$ cat config.mk
export PLATFORM = sky130hd
export DESIGN_NAME = mux_bus_slave
export DESIGN_NICKNAME = d
export VERILOG_FILES = /design/src/rtl/mbs_pkg.sv /design/src/rtl/mbs_sync.sv /design/src/rtl/mbs_addr_latch.sv /design/src/rtl/mbs_access_ctl.sv /design/src/rtl/mux_bus_slave.sv
export SDC_FILE = /design/constraint.sdc
export NUM_CORES = 1
export LEC_CHECK = 0
export ABC_AREA = 1
export BUFFER_PORTS_ARGS = -buffer_cell sky130_fd_sc_hd__clkbuf_2
export CAP_MARGIN = 10
export CORE_MARGIN = 2
export CORE_UTILIZATION = 27
export DETAILED_ROUTE_END_ITERATION = 16
export PLACE_DENSITY = 0.59
export SLEW_MARGIN = 10
export SYNTH_ARGS = -nofsm -noshare
export SYNTH_HDL_FRONTEND = slang
export SYNTH_SLANG_ARGS = --single-unit
$ cat constraint.sdc
create_clock -name clk -period 1.3 [get_ports clk]
set_input_delay 0.26 -clock clk [delete_from_list [all_inputs] [get_ports clk]]
set_output_delay 0.26 -clock clk [all_outputs]
set_load 0.01 [all_outputs]
$ cat src/rtl/mbs_pkg.sv
`timescale 1ns/1ps
package mbs_pkg;
  localparam int ADDR_W = 7;
  localparam int DATA_W = 8;

  localparam logic [ADDR_W-1:0] SECS_ADDR  = 7'h00;
  localparam logic [ADDR_W-1:0] CTLA_ADDR  = 7'h0A;
  localparam logic [ADDR_W-1:0] FLAGS_ADDR = 7'h0C;
  localparam logic [ADDR_W-1:0] STAT_ADDR  = 7'h0D;

  function automatic logic write_allowed(input logic [ADDR_W-1:0] a);
    return (a != FLAGS_ADDR) && (a != STAT_ADDR);
  endfunction

  function automatic logic [DATA_W-1:0] write_mask(input logic [ADDR_W-1:0] a);
    logic [DATA_W-1:0] m;
    m = '1;
    if (a == SECS_ADDR || a == CTLA_ADDR) m[DATA_W-1] = 1'b0;
    return m;
  endfunction
endpackage

$ cat src/rtl/mbs_sync.sv
`timescale 1ns/1ps
module mbs_sync #(
  parameter int          W       = 1,
  parameter int          STAGES  = 2,
  parameter logic [W-1:0] RST_VAL = '0
) (
  input  logic         clk,
  input  logic         rst_n,
  input  logic [W-1:0] d,
  output logic [W-1:0] q
);
  logic [W-1:0] st [STAGES];

  generate
    for (genvar i = 0; i < STAGES; i++) begin : g_stage
      always_ff @(posedge clk or negedge rst_n) begin
        if (!rst_n) st[i] <= RST_VAL;
        else if (i == 0) st[i] <= d;
        else st[i] <= st[(i == 0) ? 0 : i-1];
      end
    end
  endgenerate

  assign q = st[STAGES-1];
endmodule

$ cat src/rtl/mbs_addr_latch.sv
`timescale 1ns/1ps
module mbs_addr_latch
  import mbs_pkg::*;
(
  input  logic              clk,
  input  logic              rst_n,
  input  logic              as_s,
  input  logic [ADDR_W-1:0] ad_s,
  output logic [ADDR_W-1:0] addr,
  output logic              addr_vld
);
  logic as_p;

  always_ff @(posedge clk or negedge rst_n) begin
    if (!rst_n) begin
      as_p     <= 1'b0;
      addr     <= '0;
      addr_vld <= 1'b0;
    end else begin
      as_p <= as_s;
      if (as_p && !as_s) begin
        addr     <= ad_s;
        addr_vld <= 1'b1;
      end else if (!as_p && as_s) begin
        addr     <= '0;
        addr_vld <= 1'b0;
      end
    end
  end

  AST_ADDR_CLEAR: assert property (@(posedge clk) disable iff (!rst_n)
    (as_s && !as_p) |=> (addr == '0 && !addr_vld)) else $error("addr not cleared");
  AST_ADDR_HOLD: assert property (@(posedge clk) disable iff (!rst_n)
    (as_s == as_p) |=> $stable(addr)) else $error("addr moved without strobe edge");
endmodule

$ cat src/rtl/mbs_access_ctl.sv
`timescale 1ns/1ps
module mbs_access_ctl
  import mbs_pkg::*;
(
  input  logic              clk,
  input  logic              rst_n,
  input  logic              mode,
  input  logic              ds_s,
  input  logic              rw_s,
  input  logic              cs_n_s,
  input  logic [DATA_W-1:0] ad_s,
  input  logic [ADDR_W-1:0] addr,
  input  logic              addr_vld,
  output logic              rd_live,
  output logic              wr_en,
  output logic [DATA_W-1:0] wr_data,
  output logic [DATA_W-1:0] wr_mask,
  output logic              rd_done
);
  logic rd_strb, wr_strb, sel, wr_live;
  logic rd_live_q, wr_live_q;
  logic [DATA_W-1:0] wdat_q;

  // Protocol decode: strobe polarity and meaning depend on mode
  always_comb begin
    if (mode) begin
      rd_strb = ds_s & rw_s;
      wr_strb = ds_s & ~rw_s;
    end else begin
      rd_strb = ~ds_s;
      wr_strb = ~rw_s;
    end
    sel     = ~cs_n_s & addr_vld & rst_n;
    rd_live = rd_strb & sel;
    wr_live = wr_strb & sel;
  end

  always_ff @(posedge clk or negedge rst_n) begin
    if (!rst_n) begin
      rd_live_q <= 1'b0;
      wr_live_q <= 1'b0;
      wdat_q    <= '0;
      wr_en     <= 1'b0;
      wr_data   <= '0;
      wr_mask   <= '0;
      rd_done   <= 1'b0;
    end else begin
      rd_live_q <= rd_live;
      wr_live_q <= wr_live;
      if (wr_live) wdat_q <= ad_s;
      wr_en   <= wr_live_q & ~wr_strb & write_allowed(addr);
      wr_data <= wdat_q;
      wr_mask <= write_mask(addr);
      rd_done <= rd_live_q & ~rd_strb;
    end
  end

  AST_WR_ONE_CYCLE: assert property (@(posedge clk) disable iff (!rst_n)
    wr_en |=> !wr_en) else $error("write pulse too long");
  AST_RD_WR_APART: assert property (@(posedge clk) disable iff (!rst_n)
    !(wr_en && rd_done)) else $error("read done with write");
  AST_DONE_AFTER_READ: assert property (@(posedge clk) disable iff (!rst_n)
    rd_done |-> $past(rd_live, 2)) else $error("read done without read");
endmodule

$ cat src/rtl/mux_bus_slave.sv
`timescale 1ns/1ps
module mux_bus_slave
  import mbs_pkg::*;
#(
  parameter int SYNC_STAGES = 2
) (
  input  logic              clk,
  input  logic              rst_n,
  input  logic              bus_mode,
  input  logic              as_ale,
  input  logic              ds_rd,
  input  logic              rw_wr,
  input  logic              cs_n,
  input  logic [DATA_W-1:0] ad_in,
  output logic [DATA_W-1:0] ad_out,
  output logic              ad_oe,
  output logic [ADDR_W-1:0] reg_addr,
  output logic              reg_wr_en,
  output logic [DATA_W-1:0] reg_wr_data,
  output logic [DATA_W-1:0] reg_wr_mask,
  input  logic [DATA_W-1:0] reg_rd_data,
  output logic              reg_rd_done
);
  localparam int CTL_W = 5;

  logic [CTL_W-1:0]  ctl_s;
  logic [DATA_W-1:0] ad_s;
  logic              addr_vld, rd_live;

  // control order: mode, as, ds, rw, cs_n (cs_n idles high)
  mbs_sync #(.W(CTL_W), .STAGES(SYNC_STAGES), .RST_VAL(5'b00011)) i_ctl_sync (
    .clk(clk), .rst_n(rst_n),
    .d({bus_mode, as_ale, ds_rd, rw_wr, cs_n}), .q(ctl_s));

  mbs_sync #(.W(DATA_W), .STAGES(SYNC_STAGES), .RST_VAL('0)) i_ad_sync (
    .clk(clk), .rst_n(rst_n), .d(ad_in), .q(ad_s));

  mbs_addr_latch i_alat (
    .clk(clk), .rst_n(rst_n), .as_s(ctl_s[3]), .ad_s(ad_s[ADDR_W-1:0]),
    .addr(reg_addr), .addr_vld(addr_vld));

  mbs_access_ctl i_acc (
    .clk(clk), .rst_n(rst_n), .mode(ctl_s[4]), .ds_s(ctl_s[2]), .rw_s(ctl_s[1]),
    .cs_n_s(ctl_s[0]), .ad_s(ad_s), .addr(reg_addr), .addr_vld(addr_vld),
    .rd_live(rd_live), .wr_en(reg_wr_en), .wr_data(reg_wr_data),
    .wr_mask(reg_wr_mask), .rd_done(reg_rd_done));

  assign ad_oe  = rd_live;
  assign ad_out = rd_live ? reg_rd_data : '0;

  always_ff @(posedge clk) begin
    if (!rst_n) AST_NO_DRIVE_IN_RESET: assert (!ad_oe && !reg_wr_en) else $error("access in reset");
  end
  AST_RO_NOT_WRITTEN: assert property (@(posedge clk) disable iff (!rst_n)
    reg_wr_en |-> (reg_addr != FLAGS_ADDR && reg_addr != STAT_ADDR)) else $error("ro write");
  AST_BIT7_PROTECT: assert property (@(posedge clk) disable iff (!rst_n)
    (reg_wr_en && (reg_addr == SECS_ADDR || reg_addr == CTLA_ADDR)) |-> !reg_wr_mask[DATA_W-1])
    else $error("bit7 not protected");
  AST_ADDR_STABLE_READ: assert property (@(posedge clk) disable iff (!rst_n)
    (ad_oe && $past(ad_oe)) |-> $stable(reg_addr)) else $error("addr moved in read");
endmodule

==> run metrics, run 1 <==
status complete, but fails checks; failing checks negative setup slack; slowest CP cell dfstp_2; clock buffer depth 2; NetSw 0.001053 W; GRT overflow 0; antenna cells 0; crit path capture ad_out[1]; CTS tree yes; # DRC 0; Synth Net Count 186; CP Launch Type flip-flop; top cells by area, synth dfrtp_1, dfstp_2, nand2_1, inv_1, o21bai_1; fin util 0.3754; total vias in the final route 1235; Req. time, crit path 1.04 ns; gr usage total 0.09287; period utilization 1.276; Final Hold Violating Endpoints 0; IO Pins 57; initial core utilization 0.2749; Min-Delay Path Class input pin to flip-flop; Die Height 89.24 um; logic gate share of total power 0.111; clock sink count 57; DR iter-0 viols 51; sequential cell area fraction in the yosys report 0.7296; Syn Area/Cell 12.11 sq um; CP max stage delay 0.54 ns; minimum clock period 1.658 ns; crit end category output pin; Cell Chain, Critical Path nand3_2, o21ai_4, nand2_4, nor2_4, buf_6; Slew HR 0.5441; Flop pwr share 0.447; distinct cell type count after synthesis 21; final worst slack -0.3583 ns; pwr dens 1789 nW/um^2; max cap viols 0; max-slew violations 0; most instantiated cells after synthesis dfrtp_1, nand2_1, inv_1; Clk pwr share 0.442; final antenna-violating net count 0; FF-to-FF End i_acc.wdat_q[6]; post-route design area 2679 sq um; Post-synth EDFFs 0; CTS buffer count 9; Worst Reg2Reg Path Length in Cells 6; largest net degree at the start of global routing 58; drt total wl 3319 um; vias in the first global route 1129; family with the most delay on the worst path flip-flops; Max Clock Freq 0.6030 GHz; RSZ-0062 raised after global routing true; initial antenna violation count 0; pre-CTS setup slack -0.07985 ns; Crit. Startpoint i_ctl_sync.q[1]; most frequent cell after synthesis dfrtp_1; DIE AREA 7964 sq um; Die Width 89.24 um; post-synth top area share 0.6760; Clk pin slew, worst setup/hold paths 0.06 ns; Core Area 7137 sq um; ys async rst share 1.000; dpl cell area 2349 sq um; CP Depth 5; Post-Syn Instances 162; Skew-Pair Late Insertion Delay 0.33 ns; Worst-Margin Slew 0.6839 ns; Max H-tree Level 3; CTS Root Cell clkbuf_8; hpwl dp 2259 um; worst path buffer plus inverter count 1; port bufs 56; flop2flop setup slack 0.18 ns; most area-hungry cell type in the Yosys netlist dfrtp_1; synthesized area 1962 sq um; Avg Vias per Cell 3.709; Site Rows 31; yosys warns 0; clk_skew 0.004585 ns; Static Leakage 1.418 nW; critical path data arrival time 1.40 ns; maximum vdd drop 0.5139 mV; layout cells sized above 1 0.4145; internal power 0.003740 W; Crit Path Class flip-flop to output pin; global-route wire length before repair 5292 um; Worst R2R Start i_ctl_sync.q[0]; endpoints failing setup 9; drt wl/cell 9.967 um; sw frac 0.2196; iteration count of the initial detailed-routing pass 4; Nets 253; Yosys reg bits 57; Layout area overhead 36.54%; Final Wtd Congestion 0.7640; CP Max Fanout 5; Synth Flop Type dfrtp_1
-- placed cells by master, fill, tap and decap left out --
cell and n:
dfrtp_1 53, clkbuf_2 47, nand2_1 28, inv_1 25, clkbuf_8 9, o21bai_1 8, nand3_1 7, buf_2 7
buf_4 6, nor2_2 5, nor2_1 4, o21ai_0 4, bufinv_16 4, dfstp_2 4, inv_2 3, nand2_4 3
a21oi_1 2, clkinv_2 2, buf_6 2, nand3_2 1, o21ai_4 1, nand3_4 1, nor2_4 1, nor2_8 1
nor3_1 1, nand4_1 1, ha_1 1, clkbuf_1 1, dlygate4sd3_1 1, conb_1 1
-- repair_timing --
action	in CTS	in global routing
cloned	1	0
setup endpoints to repair	9	14
resized for setup	4	18
pin swaps	1	1
hold endpoints to repair	0	1
hold buffers	0	1
setup buffers	1	0
-- metrics by stage --
step                      power [W]  hold slack (ns)  instances  setup TNS [ns]
after CTS                  0.004852        0.0001377        332          -3.232
after detailed placement   0.002703           0.3347        314         -0.5710
after global routing       0.005055         0.003789        333          -3.773
final                      0.004793          0.01863        333          -3.033
after global placement     0.002698           0.3316        314         -0.2890
after floorplan            0.002456         -0.03559        162               0
-- registers in the layout, summed over array words and instances, names as in the netlist, 2 cells and up --
register and cells:
i_acc.wr_mask 2, i_acc.wr_data 8, i_acc.wdat_q 8, i_ad_sync.st 8
i_ad_sync.q 8, i_alat.addr 7, i_ctl_sync.st 5, i_ctl_sync.q 5
-- power groups by stage --
stage | Clock, W | Combinational, W | Sequential, W
after floorplan | 0 | 0.000230 | 0.00223
after global placement | 0 | 0.000523 | 0.00218
after detailed placement | 0 | 0.000526 | 0.00218
after CTS | 0.00217 | 0.000539 | 0.00215
after global routing | 0.00227 | 0.000612 | 0.00218
final | 0.00212 | 0.000532 | 0.00214
-- kinds of logic after synthesis --
group / count (synthesis) / share of synthesized area
AOI/OAI and AO/OA: 15 / 0.04847
adders and majority gates: 1 / 0.006377
buffers and inverters: 36 / 0.08163
DFF: 57 / 0.7296
other: 1 / 0.001911
and+or+nand+nor: 52 / 0.1320
-- layout make-up --
class | count | area, sq um
clock buffers | 10 | 127.6
multi-input cells | 70 | 412.9
repair buffers | 63 | 347.8
inverters | 28 | 105.1
clock inverters | 6 | 130.1
well taps | 99 | 123.9
flip-flops and latches | 57 | 1431
fillers | 745 | 4458
-- per-layer routing --
metal | track usage | vias to the layer above | wire length (um)
met5 | 0 | - | 0
met3 | 0.04801 | 6 | 221
met4 | 0.05699 | 0 | 67
met1 | 0.1177 | 572 | 1471
met2 | 0.1246 | 37 | 1560
li1 | - | 620 | -
-- worst min path at each step --
stage	startpoint	to	slack (ns)	cells past startpoint
finish	cs_n	i_ctl_sync.st[5]	0.02	1
global route	cs_n	i_ctl_sync.st[5]	0.004	1
CTS	rw_wr	i_ctl_sync.st[6]	0.0001	1
detailed placement	i_ctl_sync.st[7]	i_ctl_sync.q[2]	0.33	0
global placement	i_ad_sync.st[15]	i_ad_sync.q[7]	0.33	0
floorplan	rst_n	i_acc.rd_done	-0.04	0
(Power assumes the default switching activity.)
==> inputs of run 2 (changes only) <==
--- a/config.mk
+++ b/config.mk
@@ -9,9 +9,9 @@
 export BUFFER_PORTS_ARGS = -buffer_cell sky130_fd_sc_hd__clkbuf_2
 export CAP_MARGIN = 10
 export CORE_MARGIN = 2
-export CORE_UTILIZATION = 27
+export CORE_UTILIZATION = 50
 export DETAILED_ROUTE_END_ITERATION = 16
-export PLACE_DENSITY = 0.59
+export PLACE_DENSITY = 0.89
 export SLEW_MARGIN = 10
 export SYNTH_ARGS = -nofsm -noshare
 export SYNTH_HDL_FRONTEND = slang
==> run metrics, run 2 (synthesis gave the netlist of run 1 again) <==
status complete, but fails checks; failing checks negative setup slack; total vias in the final route 1257 (+1.8%); Nets 252 (-0.40%); commonest non-fill, non-tap cell in the layout dfrtp_1; Site Rows 22 (-29%); largest net degree at the start of global routing 58 (unchanged); pre-CTS setup slack -0.1296 ns (-0.04974 ns); CTS buffer count 9 (unchanged); Skew-Pair Late Insertion Delay 0.32 ns (about the same); minimum clock period 1.668 ns (+0.009837 ns); initial core utilization 0.5279 (+0.2531); area of the multi-input gates 412.9 sq um (unchanged); hpwl dp 2206 um (-2.3%); Max H-tree Level 3 (unchanged); Cell Count, Final, Fillers Out 281 (-16%); port bufs 56 (unchanged); gr usage total 0.1739 (+0.08108); CP Max Fanout 5 (unchanged); post-route design area 2537 sq um (-5.3%); crit end category output pin; Worst Reg2Reg Path Length in Cells 5 (-1); Die Height 66.64 um (-25%); Core Area 3716 sq um (-48%); most frequent cells in the layout dfrtp_1, clkbuf_2, nand2_1; clock sink count 57 (unchanged); Static Leakage 1.366 nW (-3.7%); vias in the first global route 1207 (+6.9%); clock buffer depth 2 (unchanged); global-route wire length before repair 5464 um (+3.3%); Final Hold Violating Endpoints 0 (unchanged); Hold Path Stages 1 (unchanged); CP Launch Type flip-flop; final worst slack -0.3681 ns (-0.009837 ns); endpoints failing setup 9 (unchanged); Req. time, crit path 1.04 ns (about the same); drt wl/cell 11.85 um (+19%); Worst-Margin Slew 0.6600 ns (-0.02392 ns); Min-Delay Path Class input pin to flip-flop; DR iter-0 viols 80 (+57%); max cap viols 0 (unchanged); overall power 0.004247 W (-11%); dpl cell area 2270 sq um (-3.4%); drt total wl 3331 um (+0.36%); Final Wtd Congestion 0.7871 (+3.0%); FF/Latch Area 1431 sq um (unchanged); final antenna-violating net count 0 (unchanged); Crit Path Class flip-flop to output pin; Fill cells 287 (-61%); antenna cells 0 (unchanged); Clk pin slew, worst setup/hold paths 0.06 ns (about the same); CTS tree yes; Slew HR 0.5600 (+0.01595); iteration count of the initial detailed-routing pass 4 (unchanged); # DRC 0 (unchanged); Layout area overhead 29.34%; maximum vdd drop 1.290 mV (+150%); Max Clock Freq 0.5995 GHz (-0.59%); RSZ-0062 raised after global routing true; critical path data arrival time 1.41 ns (about the same); pwr dens 1674 nW/um^2 (-6.5%); DP Cell Count 261 (-17%); cts hold-fix bufs 0 (unchanged); period utilization 1.283 (+0.007567); layout cells sized above 1 0.4206 (+0.006071); initial antenna violation count 0 (unchanged); Avg Vias per Cell 4.473 (+21%); clk_skew 0.008193 ns (+0.003608 ns); GRT overflow 0 (unchanged); max-slew violations 0 (unchanged); CTS Root Cell clkbuf_8; Die Width 66.64 um (-25%); IO Pins 57 (unchanged); DIE AREA 4441 sq um (-44%)
run 2: final timing paths:
| kind | end | slack, ns | from |
|---|---|---|---|
| worst max-delay path | ad_out[1] | -0.37 | i_ctl_sync.q[1] |
| worst min-delay path | i_ctl_sync.st[5] | 0.02 | cs_n |
| worst max register to register | i_alat.addr[4] | 0.06 | i_ctl_sync.q[3] |
| worst min register to register | i_ad_sync.q[1] | 0.34 | i_ad_sync.st[9] |
| max in group asynchronous | i_ad_sync.q[4] | 0.74 | rst_n |
| min in group asynchronous | i_alat.addr[0] | 0.13 | rst_n |
run 2: where the power goes:
group / switching [W] / internal (W) / leakage (nW)
sequential: 0.000114 / 0.00204 / 0.683
clock: 0.000631 / 0.000921 / 0.102
combinational: 0.000298 / 0.000241 / 0.581
total: 0.00104 / 0.00320 / 1.37
run 2: metal layers:
| metal | vias to the layer above | track usage | routed length, um | part of all wire |
|---|---|---|---|---|
| li1 | 619 | - | - | - |
| met1 | 593 | 0.2037 | 1289 | 0.39 |
| met2 | 37 | 0.2713 | 1799 | 0.54 |
| met3 | 8 | 0.04899 | 147 | 0.044 |
| met4 | 0 | 0.1301 | 95 | 0.029 |
| met5 | - | 0 | 0 | 0 |
run 2: final cells by class:
| cell class | count | share of cell area |
|---|---|---|
| clock buffer | 10 | 0.05424 |
| inverter | 28 | 0.04290 |
| timing repair inverter | 1 | 0.001972 |
| clock inverter | 6 | 0.02268 |
| multi-input combinational | 70 | 0.1627 |
| timing repair buffer | 61 | 0.1277 |
| tap | 48 | 0.02367 |
| sequential | 57 | 0.5641 |
run 2: repair_timing:
action                                  4_1_cts  5_1_grt
endpoints found under the setup margin        9       12
pin swaps                                     4        3
gates resized for setup                       5       13
gates cloned                                  1        1
buffers inserted                              1        1
run 2: per-stage QoR:
| step | hold WS, ns | TNS [ns] | util |
|---|---|---|---|
| 2_1_floorplan | -0.03559 | 0 | - |
| 3_3_place_gp | 0.3332 | -0.2662 | 0.6108 |
| 3_5_place_dp | 0.3347 | -0.8379 | 0.6108 |
| 4_1_cts | 0.004747 | -3.260 | 0.6727 |
| 5_1_grt | 0.005814 | -3.635 | 0.6828 |
| 6_report | 0.02157 | -3.095 | 0.6828 |
run 2: worst max-delay path, stage by stage (launching register included):
cell and delay (ns):
dfstp_2 0.54, nand3_2 0.09, o21ai_4 0.11, nand2_4 0.10, nor2_2 0.10, buf_2 0.15
==> inputs of run 3 (changes only) <==
--- a/config.mk
+++ b/config.mk
@@ -12,6 +12,7 @@
 export CORE_UTILIZATION = 50
 export DETAILED_ROUTE_END_ITERATION = 16
 export PLACE_DENSITY = 0.89
+export REMOVE_ABC_BUFFERS = 1
 export SLEW_MARGIN = 10
 export SYNTH_ARGS = -nofsm -noshare
 export SYNTH_HDL_FRONTEND = slang
==> run metrics, run 3 (synthesis gave the netlist of run 1 again) <==
Setup TNS -3.384 ns (-0.2890 ns); RSZ-0062 raised after global routing true; dpl cell area 2270 sq um (unchanged); global-route wire length before repair 5230 um (-4.3%); drt total wl 3321 um (-0.30%); CP Launch Type flip-flop; clock sink count 57 (unchanged); Req. time, crit path 1.04 ns (about the same); Avg Vias per Cell 4.484 (+0.24%); clock buffer depth 2 (unchanged); maximum vdd drop 0.7901 mV (-39%); Max H-tree Level 3 (unchanged); Max Clock Freq 0.5660 GHz (-5.6%); Final Hold Violating Endpoints 0 (unchanged); fin util 0.6751 (-0.007744); max cap viols 0 (unchanged); cts hold-fix bufs 0 (unchanged); pwr dens 1608 nW/um^2 (-3.9%); clk_skew 0.009838 ns (+0.001645 ns); slowest CP cell dfstp_2; crit end category output pin; CP max stage delay 0.54 ns (about the same); CP Max Fanout 5 (unchanged); total vias in the final route 1260 (+0.24%); Clk pin slew, worst setup/hold paths 0.05 ns (about the same); Static Leakage 1.366 nW (about the same); Die Height 66.64 um (unchanged); max-slew violations 0 (unchanged); Cell Chain, Critical Path nand3_2, o21ai_4, nand2_4, nor2_1, buf_2; failing checks negative setup slack; period utilization 1.359 (+0.07578); final worst slack -0.4666 ns (-0.09852 ns); layout cells sized above 1 0.3991 (-0.02146); Slew HR 0.5614 (+0.001386); Core Area 3716 sq um (unchanged); DP Cell Count 261 (unchanged); vias in the first global route 1166 (-3.4%); internal power 0.003022 W (-5.7%); iteration count of the initial detailed-routing pass 4 (unchanged); Cell Count, Final, Fillers Out 281 (unchanged); NetSw 0.001011 W (-3.0%); hpwl dp 2143 um (-2.9%); DR iter-0 viols 63 (-21%); gr usage total 0.1714 (-0.002558); largest net degree at the start of global routing 58 (unchanged); drt wl/cell 11.82 um (-0.30%); endpoints failing setup 9 (unchanged); Die Width 66.64 um (unchanged); Site Rows 22 (unchanged); CTS Root Cell clkbuf_8; area of the multi-input gates 412.9 sq um (unchanged); overall power 0.004034 W (-5.0%); DIE AREA 4441 sq um (unchanged); status complete, but fails checks; antenna cells 0 (unchanged); Crit Path Class flip-flop to output pin; Fill cells 284 (-1.0%); most frequent cells in the layout dfrtp_1, clkbuf_2, nand2_1; GRT overflow 0 (unchanged); Worst-Margin Slew 0.6579 ns (-0.002078 ns); CTS buffer count 9 (unchanged); commonest non-fill, non-tap cell in the layout dfrtp_1; Nets 252 (unchanged); initial antenna violation count 0 (unchanged); # DRC 0 (unchanged); Clk pwr share 0.334 (-0.031); sw frac 0.2507 (+0.005115); minimum clock period 1.767 ns (+0.09852 ns); FF/Latch Area 1431 sq um (unchanged); Skew-Pair Late Insertion Delay 0.33 ns (about the same); logic gate share of total power 0.133 (+0.006); Flop pwr share 0.533 (+0.025); port bufs 56 (unchanged); critical path data arrival time 1.51 ns (+0.10 ns); IO Pins 57 (unchanged); Min-Delay Path Class input pin to flip-flop; final antenna-violating net count 0 (unchanged); CTS tree yes; Final Wtd Congestion 0.8169 (+3.8%); post-route design area 2509 sq um (-1.1%); Layout area overhead 27.87%; initial core utilization 0.5279 (unchanged)
## run 3: what timing repair did
| item | 4_1_cts | 5_1_grt |
|---|---|---|
| gates resized for setup | 3 | 19 |
| setup buffers | 1 | 2 |
| pin swaps | 3 | 4 |
| cloned | 1 | 0 |
| setup endpoints to repair | 9 | 11 |
## run 3: cell type report
| cell class | instances | area share |
|---|---|---|
| multi-input cells | 70 | 0.1646 |
| clock inverters | 1 | 0.001995 |
| clock buffers | 15 | 0.06234 |
| repair buffers | 62 | 0.1347 |
| inverters | 28 | 0.04190 |
| flip-flops and latches | 57 | 0.5706 |
| well taps | 48 | 0.02394 |
## run 3: per-layer routing
layer	share of wire	vias to the layer above	GRT usage	routed length, um
met5	0	-	0	0
met4	0.021	0	0.1301	69
met3	0.063	9	0.05912	208
met2	0.51	45	0.2513	1681
met1	0.41	589	0.2074	1361
li1	-	617	-	-
## run 3: stage by stage
step | setup slack, ns | hold WS, ns
finish | -0.4666 | 0.01787
global route | -0.5442 | 0.005990
CTS | -0.3533 | 0.004824
detailed placement | -0.08723 | 0.3347
global placement | -0.03639 | 0.3324
floorplan | 0.02788 | -0.03559
## run 3: power groups by stage
stage	Clock (W)	Sequential (W)	Combinational (W)
floorplan	0	0.00223	0.000208
global placement	0	0.00217	0.000506
detailed placement	0	0.00218	0.000519
CTS	0.00138	0.00216	0.000532
global route	0.00148	0.00218	0.000614
finish	0.00135	0.00215	0.000536
## run 3: path summary, 6_finish.rpt
check	depth (start not counted)	slack (ns)	to	start
setup / recovery	5	-0.47	ad_out[1]	i_ctl_sync.q[1]
hold / removal	1	0.02	i_ctl_sync.st[5]	cs_n
setup reg to reg	6	0.16	i_acc.wdat_q[0]	i_ctl_sync.q[0]
hold reg to reg	0	0.35	i_ctl_sync.q[3]	i_ctl_sync.st[8]
max in group asynchronous	2	0.73	i_ctl_sync.st[7]	rst_n
min in group asynchronous	2	0.13	i_acc.wr_data[3]	rst_n
## run 3: worst max-delay path: cells and delay by family, from the launching register on
kind | cells | cell delay, ns
AND/OR/NAND/NOR | 3 | 0.38
buffers and inverters | 1 | 0.16
flip-flops | 1 | 0.54
AO/OA/AOI/OAI | 1 | 0.12
